<file path="config.mk">
export PLATFORM = sky130hd
export DESIGN_NAME = uart_rx_core
export DESIGN_NICKNAME = d
export VERILOG_FILES = /design/src/rtl/uart_rx_pkg.sv /design/src/rtl/uart_rx_frame.sv /design/src/rtl/uart_rx_break.sv /design/src/rtl/uart_rx_hold.sv /design/src/rtl/uart_rx_core.sv
export SDC_FILE = /design/constraint.sdc
export NUM_CORES = 1
export LEC_CHECK = 0
export BUFFER_PORTS_ARGS = -buffer_cell sky130_fd_sc_hd__buf_2
export CAP_MARGIN = 20
export CORE_MARGIN = 3
export CORE_UTILIZATION = 45
export CTS_CLUSTER_DIAMETER = 50
export DETAILED_ROUTE_END_ITERATION = 10
export PLACE_DENSITY_LB_ADDON = 0.12
export SKIP_LAST_GASP = 1
export SYNTH_ARGS = -nofsm -noshare
export SYNTH_HDL_FRONTEND = slang
export SYNTH_SLANG_ARGS = --single-unit
</file>
<file path="constraint.sdc">
create_clock -name clk -period 2.4 [get_ports clk]
set_input_delay 0.36 -clock clk [delete_from_list [all_inputs] [get_ports clk]]
set_output_delay 0.36 -clock clk [all_outputs]
set_load 0.02 [all_outputs]
</file>
<file path="src/rtl/uart_rx_pkg.sv">
package uart_rx_pkg;
  typedef enum logic [2:0] {
    RXS_IDLE,
    RXS_START,
    RXS_DATA,
    RXS_PAR,
    RXS_STOP
  } rxs_e;

  function automatic logic [4:0] brk_chars(input logic [1:0] lvl);
    return 5'd2 << lvl;
  endfunction
endpackage

</file>
<file path="src/rtl/uart_rx_frame.sv">
module uart_rx_frame
  import uart_rx_pkg::*;
#(
  parameter int OSR = 16,
  parameter int DW  = 8
) (
  input  logic          clk,
  input  logic          rst_n,
  input  logic          en,
  input  logic          tick,
  input  logic          rx,
  input  logic          par_en,
  input  logic          par_odd,
  output logic          good_o,
  output logic [DW-1:0] byte_o,
  output logic          ferr_o,
  output logic          perr_o
);
  localparam int CW  = $clog2(OSR);
  localparam int BW  = $clog2(DW + 1);
  localparam int MID = OSR / 2;

  rxs_e          state;
  logic [CW-1:0] tcnt;
  logic [BW-1:0] bidx;
  logic [DW-1:0] shreg;
  logic          par_bad;
  logic          last_os;
  logic          mid_pt;

  assign last_os = (tcnt == CW'(OSR - 1));
  assign mid_pt  = (tcnt == CW'(MID - 1));

  always_ff @(posedge clk or negedge rst_n) begin
    if (!rst_n) begin
      state   <= RXS_IDLE;
      tcnt    <= '0;
      bidx    <= '0;
      shreg   <= '0;
      par_bad <= 1'b0;
      good_o  <= 1'b0;
      ferr_o  <= 1'b0;
      perr_o  <= 1'b0;
      byte_o  <= '0;
    end else begin
      good_o <= 1'b0;
      ferr_o <= 1'b0;
      perr_o <= 1'b0;
      if (!en) begin
        state <= RXS_IDLE;
        tcnt  <= '0;
      end else if (tick) begin
        unique case (state)
          RXS_IDLE: begin
            if (!rx) begin
              state   <= RXS_START;
              tcnt    <= '0;
              par_bad <= 1'b0;
            end
          end
          RXS_START: begin
            if (mid_pt) begin
              tcnt <= '0;
              bidx <= '0;
              state <= rx ? RXS_IDLE : RXS_DATA;
            end else begin
              tcnt <= tcnt + 1'b1;
            end
          end
          RXS_DATA: begin
            if (last_os) begin
              tcnt  <= '0;
              shreg <= {rx, shreg[DW-1:1]};
              if (bidx == BW'(DW - 1)) state <= par_en ? RXS_PAR : RXS_STOP;
              else bidx <= bidx + 1'b1;
            end else begin
              tcnt <= tcnt + 1'b1;
            end
          end
          RXS_PAR: begin
            if (last_os) begin
              tcnt    <= '0;
              par_bad <= ((^shreg) ^ rx) != par_odd;
              state   <= RXS_STOP;
            end else begin
              tcnt <= tcnt + 1'b1;
            end
          end
          RXS_STOP: begin
            if (last_os) begin
              tcnt   <= '0;
              ferr_o <= !rx;
              perr_o <= par_en && par_bad;
              good_o <= rx && !(par_en && par_bad);
              byte_o <= shreg;
              state  <= RXS_IDLE;
            end else begin
              tcnt <= tcnt + 1'b1;
            end
          end
          default: state <= RXS_IDLE;
        endcase
      end
    end
  end

  // a byte and a framing error never come from the same frame
  a_r5_good_excl_ferr: assert property (@(posedge clk) disable iff (!rst_n)
    !(good_o && ferr_o));
  // a parity error needs parity enabled at the sampling edge
  a_r4_perr_needs_par: assert property (@(posedge clk) disable iff (!rst_n)
    perr_o |-> $past(par_en));
  // frame results only follow an enabled tick
  a_r11_pulse_after_tick: assert property (@(posedge clk) disable iff (!rst_n)
    (good_o || ferr_o || perr_o) |-> ($past(tick) && $past(en)));
endmodule

</file>
<file path="src/rtl/uart_rx_break.sv">
module uart_rx_break
  import uart_rx_pkg::*;
#(
  parameter int OSR = 16,
  parameter int DW  = 8
) (
  input  logic       clk,
  input  logic       rst_n,
  input  logic       en,
  input  logic       tick,
  input  logic       rx,
  input  logic       par_en,
  input  logic [1:0] lvl,
  output logic       brk_o,
  output logic       active_o
);
  localparam int CHAR_NP = OSR * (DW + 2);
  localparam int CHAR_P  = OSR * (DW + 3);
  localparam int MAXLVL  = 16;
  localparam int CNTW    = $clog2(MAXLVL * CHAR_P + 1);

  logic [CNTW-1:0] low_cnt;
  logic [CNTW-1:0] thr;
  logic [CNTW-1:0] char_len;

  assign char_len = par_en ? CNTW'(CHAR_P) : CNTW'(CHAR_NP);
  assign thr      = CNTW'(brk_chars(lvl)) * char_len;

  always_ff @(posedge clk or negedge rst_n) begin
    if (!rst_n) begin
      low_cnt  <= '0;
      active_o <= 1'b0;
      brk_o    <= 1'b0;
    end else begin
      brk_o <= 1'b0;
      if (!en) begin
        low_cnt  <= '0;
        active_o <= 1'b0;
      end else if (tick) begin
        if (rx) begin
          low_cnt  <= '0;
          active_o <= 1'b0;
        end else begin
          if (low_cnt < thr) low_cnt <= low_cnt + 1'b1;
          if ((low_cnt == thr - 1'b1) && !active_o) begin
            brk_o    <= 1'b1;
            active_o <= 1'b1;
          end
        end
      end
    end
  end

  // a break pulse only starts a new break period
  a_r8_break_once: assert property (@(posedge clk) disable iff (!rst_n)
    brk_o |-> (active_o && !$past(active_o)));
  // break status falls only on a high sample or disable
  a_r9_clear_on_high: assert property (@(posedge clk) disable iff (!rst_n)
    $fell(active_o) |-> ($past(!en) || ($past(tick) && $past(rx))));
endmodule

</file>
<file path="src/rtl/uart_rx_hold.sv">
module uart_rx_hold #(
  parameter int DW = 8
) (
  input  logic          clk,
  input  logic          rst_n,
  input  logic          load,
  input  logic [DW-1:0] load_data,
  input  logic          ready,
  output logic          valid,
  output logic [DW-1:0] data
);
  always_ff @(posedge clk or negedge rst_n) begin
    if (!rst_n) begin
      valid <= 1'b0;
      data  <= '0;
    end else if (load) begin
      valid <= 1'b1;
      data  <= load_data;
    end else if (valid && ready) begin
      valid <= 1'b0;
    end
  end

  // a waiting byte stays put until taken or replaced
  a_r10_hold_stable: assert property (@(posedge clk) disable iff (!rst_n)
    (valid && !ready && !load) |=> (valid && $stable(data)));
  // a load always leaves the port valid
  a_r10_load_wins: assert property (@(posedge clk) disable iff (!rst_n)
    load |=> valid);
endmodule

</file>
<file path="src/rtl/uart_rx_core.sv">
module uart_rx_core #(
  parameter int OSR = 16,
  parameter int DW  = 8
) (
  input  logic          clk,
  input  logic          rst_n,
  input  logic          rx_in,
  input  logic          os_tick,
  input  logic          rx_en,
  input  logic          par_en,
  input  logic          par_odd,
  input  logic [1:0]    brk_lvl,
  output logic [DW-1:0] rx_data,
  output logic          rx_valid,
  input  logic          rx_ready,
  output logic          frame_err,
  output logic          parity_err,
  output logic          break_err,
  output logic          break_active
);
  logic          good;
  logic [DW-1:0] fbyte;

  uart_rx_frame #(.OSR(OSR), .DW(DW)) u_frame (
    .clk(clk), .rst_n(rst_n), .en(rx_en), .tick(os_tick), .rx(rx_in),
    .par_en(par_en), .par_odd(par_odd), .good_o(good), .byte_o(fbyte),
    .ferr_o(frame_err), .perr_o(parity_err)
  );

  uart_rx_break #(.OSR(OSR), .DW(DW)) u_break (
    .clk(clk), .rst_n(rst_n), .en(rx_en), .tick(os_tick), .rx(rx_in),
    .par_en(par_en), .lvl(brk_lvl), .brk_o(break_err), .active_o(break_active)
  );

  uart_rx_hold #(.DW(DW)) u_hold (
    .clk(clk), .rst_n(rst_n), .load(good), .load_data(fbyte),
    .ready(rx_ready), .valid(rx_valid), .data(rx_data)
  );

  // no status or byte is presented out of reset
  a_r12_quiet_reset: assert property (@(posedge clk)
    $rose(rst_n) |-> (!rx_valid && !frame_err && !parity_err && !break_err && !break_active));
endmodule

</file>
==> results of run 1 <==
==> sequential cells by signal (all words and copies together), names as in the netlist <==
name              cells
u_frame.good_o        1
u_frame.shreg         8
u_frame.tcnt          4
u_frame.perr_o        1
u_break.brk_o         1
u_break.active_o      1
u_hold.valid          1
u_break.low_cnt      12
u_frame.byte_o        8
u_frame.par_bad       1
u_hold.data           8
u_frame.state         3
u_frame.ferr_o        1
u_frame.bidx          4
==> metal layers <==
layer | GRT usage | vias to the layer above | share of wire
met5 | 0 | - | 0
met3 | 0.0234 | 2 | 0.032
li1 | - | 1187 | -
met1 | 0.240 | 1210 | 0.49
met4 | 0.0383 | 0 | 0.0050
met2 | 0.278 | 31 | 0.47
==> where the power goes <==
group,switching [W],internal (W),total (W)
clock network,0.000314,0.000317,0.000631
logic,0.000172,0.000139,0.000311
registers,0.0000102,0.000917,0.000927
total,0.000497,0.00137,0.00187
==> path summary, 6_finish.rpt <==
kind	startpoint	slack (ns)	depth (start not counted)	to
max reg2reg	u_frame.state[1]	0.38	6	u_frame.tcnt[3]
max	brk_lvl[0]	-0.53	14	u_break.low_cnt[7]
max in group asynchronous	rst_n	1.71	2	u_hold.data[3]
min	rst_n	0.04	1	u_frame.state[2]
min in group clk	rx_ready	0.31	3	u_hold.valid
min reg2reg	u_hold.valid	0.49	1	u_hold.valid
==> worst reg2reg max path, delay by kind of cell, from the launching register on <==
| family | cells | cell delay [ns] |
|---|---|---|
| simple gates | 4 | 1.13 |
| flops | 1 | 0.53 |
| compound gates | 2 | 0.24 |
==> cell usage after synthesis (6+ instances only) <==
master and n:
nand2_1 25, clkbuf_1 6, nor2_1 16, and2_1 6
xor2_1 11, xnor2_1 13, o211ai_1 9, ha_1 16
nand3_1 13, inv_1 10, a21oi_1 14, dfrtp_1 54
o21ai_0 16, mux2_2 24
==> through the flow <==
step | hold WS, ns | utilization
final | 0.0437 | 0.581
after global routing | 0.0734 | 0.581
after CTS | 0.0678 | 0.577
after detailed placement | 0.407 | 0.544
after global placement | 0.411 | 0.544
after floorplan | 0.0644 | -
==> cells in the final DEF (no fill, tap or decap), types with 12 or more instances in the layout <==
| master | Yosys | layout |
|---|---|---|
| buf_4 | 0 | 24 |
| dfrtp_1 | 54 | 54 |
| xnor2_1 | 13 | 12 |
| buf_2 | 4 | 20 |
| o21ai_0 | 16 | 16 |
| nand3_1 | 13 | 13 |
| nor2_1 | 16 | 16 |
| mux2_2 | 24 | 24 |
| nand2_1 | 25 | 25 |
==> logic make-up (layout without fill, tap and decap cells) <==
logic type | count (synthesis) | in the layout | share of synthesized area
fa+ha+maj | 18 | 18 | 0.0728
compound gates | 61 | 61 | 0.129
xor+xnor | 25 | 25 | 0.0735
mux | 26 | 26 | 0.0917
simple gates | 99 | 99 | 0.173
buf+inv | 23 | 66 | 0.0336
flops | 54 | 54 | 0.427
==> final cells by class <==
type                       instances  area, µm²  share of cell area
multi-input combinational        229       1870               0.490
sequential                        54       1350               0.354
timing repair buffer              47        322              0.0842
tap                               93        116              0.0305
clock buffer                       5       68.8              0.0180
clock inverter                     3       47.5              0.0125
inverter                          11       43.8              0.0115
==> repair_timing <==
item                                    CTS  global route
pin swaps                                15            10
resized for setup                        17             4
buffers inserted                          2             1
endpoints found under the hold margin     0             0
endpoints found under the setup margin   14            14
==> reports/results.txt, run 1 <==
Outcome: finished, violations left
Failing checks: setup timing
Slew Viols, Final: 0
Fraction of final layout cells sized beyond drive strength 1: 0.309
Tmin final: 2.93 ns
Hpwl dp: 4890 µm
Number of synthesized flops with an enable pin: 0
Library cells used by synthesis: 53
Final hold vios: 0
Max_slew headroom: 0.605
NumNets Final: 375
Routed wire length: 6750 µm
Design area: 3820 µm²
P_leak: 1.74 nW
Max rail drop VDD: 0.322 mV
RSZ-0062 raised after global routing: yes
Final WS setup: -0.528 ns
Yosys reg bits: 54
Diode count: 0
Vias in the first global route: 2408
Setup TNS: -6.64 ns
Maxcap violations: 0
Initial cell density of the core: 0.482
Worst-Margin Slew: 0.593 ns
Inserted Clock Buffers: 5
Vias per inst: 5.50
Rows: 29
CP startpoint kind: primary input
Initial DRC Count: 122
Top achievable clock speed: 0.342 GHz
Routability cong.: 0.815
Fillers: 569
Min-Delay Path Class: primary input to asynchronous set/reset pin
Yosys top cell by area: dfrtp_1
Maximum number of pins on one net before global-route repair: 27
Pre-antenna DRT Iters: 4
CTS H-tree depth: 2
Critical Path Fanout Max: 8
PwrDens: 489 nW/µm²
Critical path class: primary input to flop
Seq/Total Area, Yosys: 0.427
Worst-case clock buffer depth: 2
Final ANT Viol Nets: 0
Drc violations: 0
Slowest stage delay, CP: 0.46 ns
Synth top area share: 0.427
Reg clk slew, reported paths: 0.10 ns
Synth area leaders: dfrtp_1 (43%), mux2_2 (8.5%), ha_1 (6.3%)
Mapped Nets: 333
Synth-to-layout area growth: 20.7%
Die W: 89.9 µm
Overall routing resource usage: 0.170
Total chip power: 0.00187 W
Cts hold-fix bufs: 0
Crit-path cells: buf_8 -> nor2b_4 -> and2_4 -> ha_4 -> fa_2 -> ha_4 -> ha_4 -> inv_4 -> ha_4 -> a21o_1 -> a211oi_4 -> o21ai_4 -> or3_1 -> a21oi_2
Post-Synthesis Cells: 306
Placed Instances: 431
Top_reg_cell synth: dfrtp_1
Clock root buffer: clkbuf_8
Die height: 89.9 µm
Fin crit share: 1.22
Cell Area, Synth: 3160 µm²
CTS tree: done
Syn avg cell area: 10.3 µm²
Routed len/inst: 15.3 µm
IO Pins: 23
Pre-CTS setup slack: -0.937 ns
Remaining global-route overflow: 0
Clock Skews: 0.0111 ns
Yosys warnings: 0
CTS Sinks: 54
Critical path buffer and inverter count: 2
Layout Cells excl Fill: 442
Slowest CP cell: fa_2
Placed instance area: 3570 µm²
Die area: 8070 µm²
Critical path arrival: 3.16 ns
Initial antenna violation count: 0
Core ar.: 6570 µm²
CP required: 2.63 ns
Vias: 2430
Setup Viol. Count Final: 14
CP dominant cell by count: ha_4
Asr flop ratio synth: 1.00
CP Capture Type: flop
Skew-Pair Late Insertion Delay: 0.31 ns
Global-route wire length before repair: 11500 µm
Delay-heaviest family, CP: adder cells
Number of port buffers: 22
No activity file was read; power rests on OpenSTA's default activity.
==> run 2: changes to the inputs <==
==> constraint.sdc (replaced) <==
create_clock -name clk -period 2.6 [get_ports clk]
set_input_delay 0.39 -clock clk [delete_from_list [all_inputs] [get_ports clk]]
set_output_delay 0.39 -clock clk [all_outputs]
set_load 0.1 [all_outputs]
==> run 2 against run 1 <==
Net effect: the flow still finishes with violations (setup timing); sequential share of layout area unchanged; clock power is 17% lower; setup slack better by 0.20 ns; register-to-register slack gained 0.09 ns; clock skew shrank 0.0052 ns; sequential cell count did not move; largest power group unchanged.
==> reports/results.txt, run 2 (same netlist as run 1, synthesis figures left out) <==
Hpwl dp: 4880 µm (-0.13%)
Final hold vios: 0 (unchanged)
CP startpoint kind: primary input
Die area: 8070 µm² (unchanged)
Outcome: finished, violations left
Delay-heaviest family, CP: adder cells
Tmin final: 2.93 ns
Min-Delay Path Class: primary input to asynchronous set/reset pin
RSZ-0062 raised after global routing: yes
Design area: 3820 µm² (unchanged)
Slew Viols, Final: 0 (unchanged)
Routability cong.: 0.805 (-1.2%)
Inserted Clock Buffers: 5 (unchanged)
Routed wl met3: 156 µm (-27%)
Max rail drop VDD: 0.222 mV (-31%)
Critical Path Stages: 14 (unchanged)
Global-route wire length before repair: 12000 µm (+4.7%)
Overall routing resource usage: 0.181 (+0.0116)
Top Metal Used: met4
Remaining global-route overflow: 0 (unchanged)
CTS tree: done
Worst-case reg-to-reg path depth: 7 (+1)
Commonest non-fill, non-tap cells in the layout: dfrtp_1 (54), nand2_1 (24), mux2_2 (24), buf_4 (24), buf_2 (20)
Sequential Area: 1350 µm² (unchanged)
Vias per inst: 5.42 (-1.5%)
Met1 WL: 3400 µm (+2.1%)
Setup Viol. Count Final: 14 (unchanged)
Rows: 29 (unchanged)
Worst-Margin Slew: 0.813 ns (+0.221 ns)
CP required: 2.86 ns (+0.23 ns)
Synth-to-layout area growth: 20.7% (unchanged)
Vias in the first global route: 2435 (+1.1%)
Clock Skews: 0.00590 ns (-0.00525 ns)
Failing checks: setup timing
Pre-CTS setup slack: -0.756 ns (+0.181 ns)
Final WS setup: -0.325 ns (+0.203 ns)
Fraction of final layout cells sized beyond drive strength 1: 0.314 (+0.00483)
Met2 wire len: 3160 µm (-0.44%)
Clock root buffer: clkbuf_8
Top achievable clock speed: 0.342 GHz
Initial antenna violation count: 0 (unchanged)
P_leak: 1.74 nW (-0.10%)
Skew-Pair Late Insertion Delay: 0.32 ns (about the same)
Max_slew headroom: 0.458 (-0.147)
Initial cell density of the core: 0.482 (unchanged)
Crit-path cells: buf_8 -> nor2b_4 -> and2_4 -> ha_4 -> fa_2 -> ha_4 -> ha_4 -> inv_4 -> ha_4 -> a21o_1 -> a211oi_4 -> o21ai_4 -> or4_1 -> nand2_1
Final ANT Viol Nets: 0 (unchanged)
Vias: 2399 (-1.3%)
Top reg by flops: u_break.low_cnt
Total chip power: 0.00167 W (-11%)
Routed len/inst: 15.3 µm (+0.37%)
CP dominant cell by count: ha_4
Placed instance area: 3580 µm² (+0.42%)
Critical path class: primary input to flop
Routed wire length: 6790 µm (+0.59%)
Slowest stage delay, CP: 0.49 ns (+0.03 ns)
CTS Sinks: 54 (unchanged)
Maxcap violations: 0 (unchanged)
NumNets Final: 376 (+0.27%)
Worst-case clock buffer depth: 2 (unchanged)
Fillers: 570 (+0.18%)
Critical path arrival: 3.19 ns (+0.03 ns)
Cts hold-fix bufs: 0 (unchanged)
Die W: 89.9 µm (unchanged)
Critical Path Fanout Max: 8 (unchanged)
Slowest CP cell: or4_1
Fin crit share: 1.13
Number of port buffers: 22 (unchanged)
Diode count: 0 (unchanged)
IO Pins: 23 (unchanged)
Initial DRC Count: 79 (-35%)
CTS H-tree depth: 2 (unchanged)
CP Capture Type: flop
Critical path buffer and inverter count: 2 (unchanged)
Drc violations: 0 (unchanged)
Pre-antenna DRT Iters: 4 (unchanged)
Reg clk slew, reported paths: 0.11 ns (about the same)
Maximum number of pins on one net before global-route repair: 36 (+33%)
Die height: 89.9 µm (unchanged)
Area of the multi-input gates: 1880 µm² (+0.40%)
Most common cell after layout, fill and taps aside: dfrtp_1
Core ar.: 6570 µm² (unchanged)
PwrDens: 437 nW/µm² (-11%)
Largest register FFs: 12 (unchanged)
[run 2: final timing paths]
check / start / end / slack [ns]
worst min register to register: u_hold.valid / u_hold.valid / 0.49
worst min-delay path: rst_n / u_frame.bidx[1] / 0.15
max in group asynchronous: rst_n / u_frame.shreg[5] / 1.78
worst max register to register: u_break.low_cnt[5] / u_break.low_cnt[8] / 0.47
worst max-delay path: brk_lvl[1] / u_break.low_cnt[8] / -0.33
min in group clk: rx_ready / u_hold.valid / 0.33
[run 2: stage by stage]
step,cells,setup TNS [ns],util,hold slack (ns)
CTS,443,-2.84,0.576,0.183
finish,443,-3.14,0.581,0.152
global placement,433,-8.88,0.546,0.459
detailed placement,433,-9.23,0.546,0.472
global route,443,-4.50,0.581,0.209
floorplan,306,-7.85,-,0.0944
[run 2: power breakdown]
part	leakage [nW]	switching [W]	internal [W]
combinational	0.941	0.000159	0.000131
clock	0.0502	0.000321	0.000201
sequential	0.743	0.00000920	0.000847
total	1.74	0.000488	0.00118
[run 2: layer usage]
layer	global-route usage	vias to the layer above
met5	0	-
met4	0.0548	0
met1	0.260	1180
met3	0.0326	5
li1	-	1192
met2	0.282	22
[run 2: repair_timing]
item,CTS,global route
pin swaps,18,3
buffers inserted,2,0
resized for setup,16,7
endpoints found under the setup margin,14,14
[run 2: layout make-up]
class / instances / area share
clock buffer: 5 / 0.0180
clock inverter: 3 / 0.00754
inverter: 11 / 0.0115
multi-input combinational: 229 / 0.491
sequential: 54 / 0.354
tap: 93 / 0.0305
timing repair buffer: 48 / 0.0872
[run 2: worst register-to-register path: cells and delay by family (launching register included)]
kind	cells	cell delay [ns]
adder cells (fa/ha/maj)	1	0.33
flip-flops	1	0.48
AND/OR/NAND/NOR	2	0.57
AO/OA/AOI/OAI	4	0.69
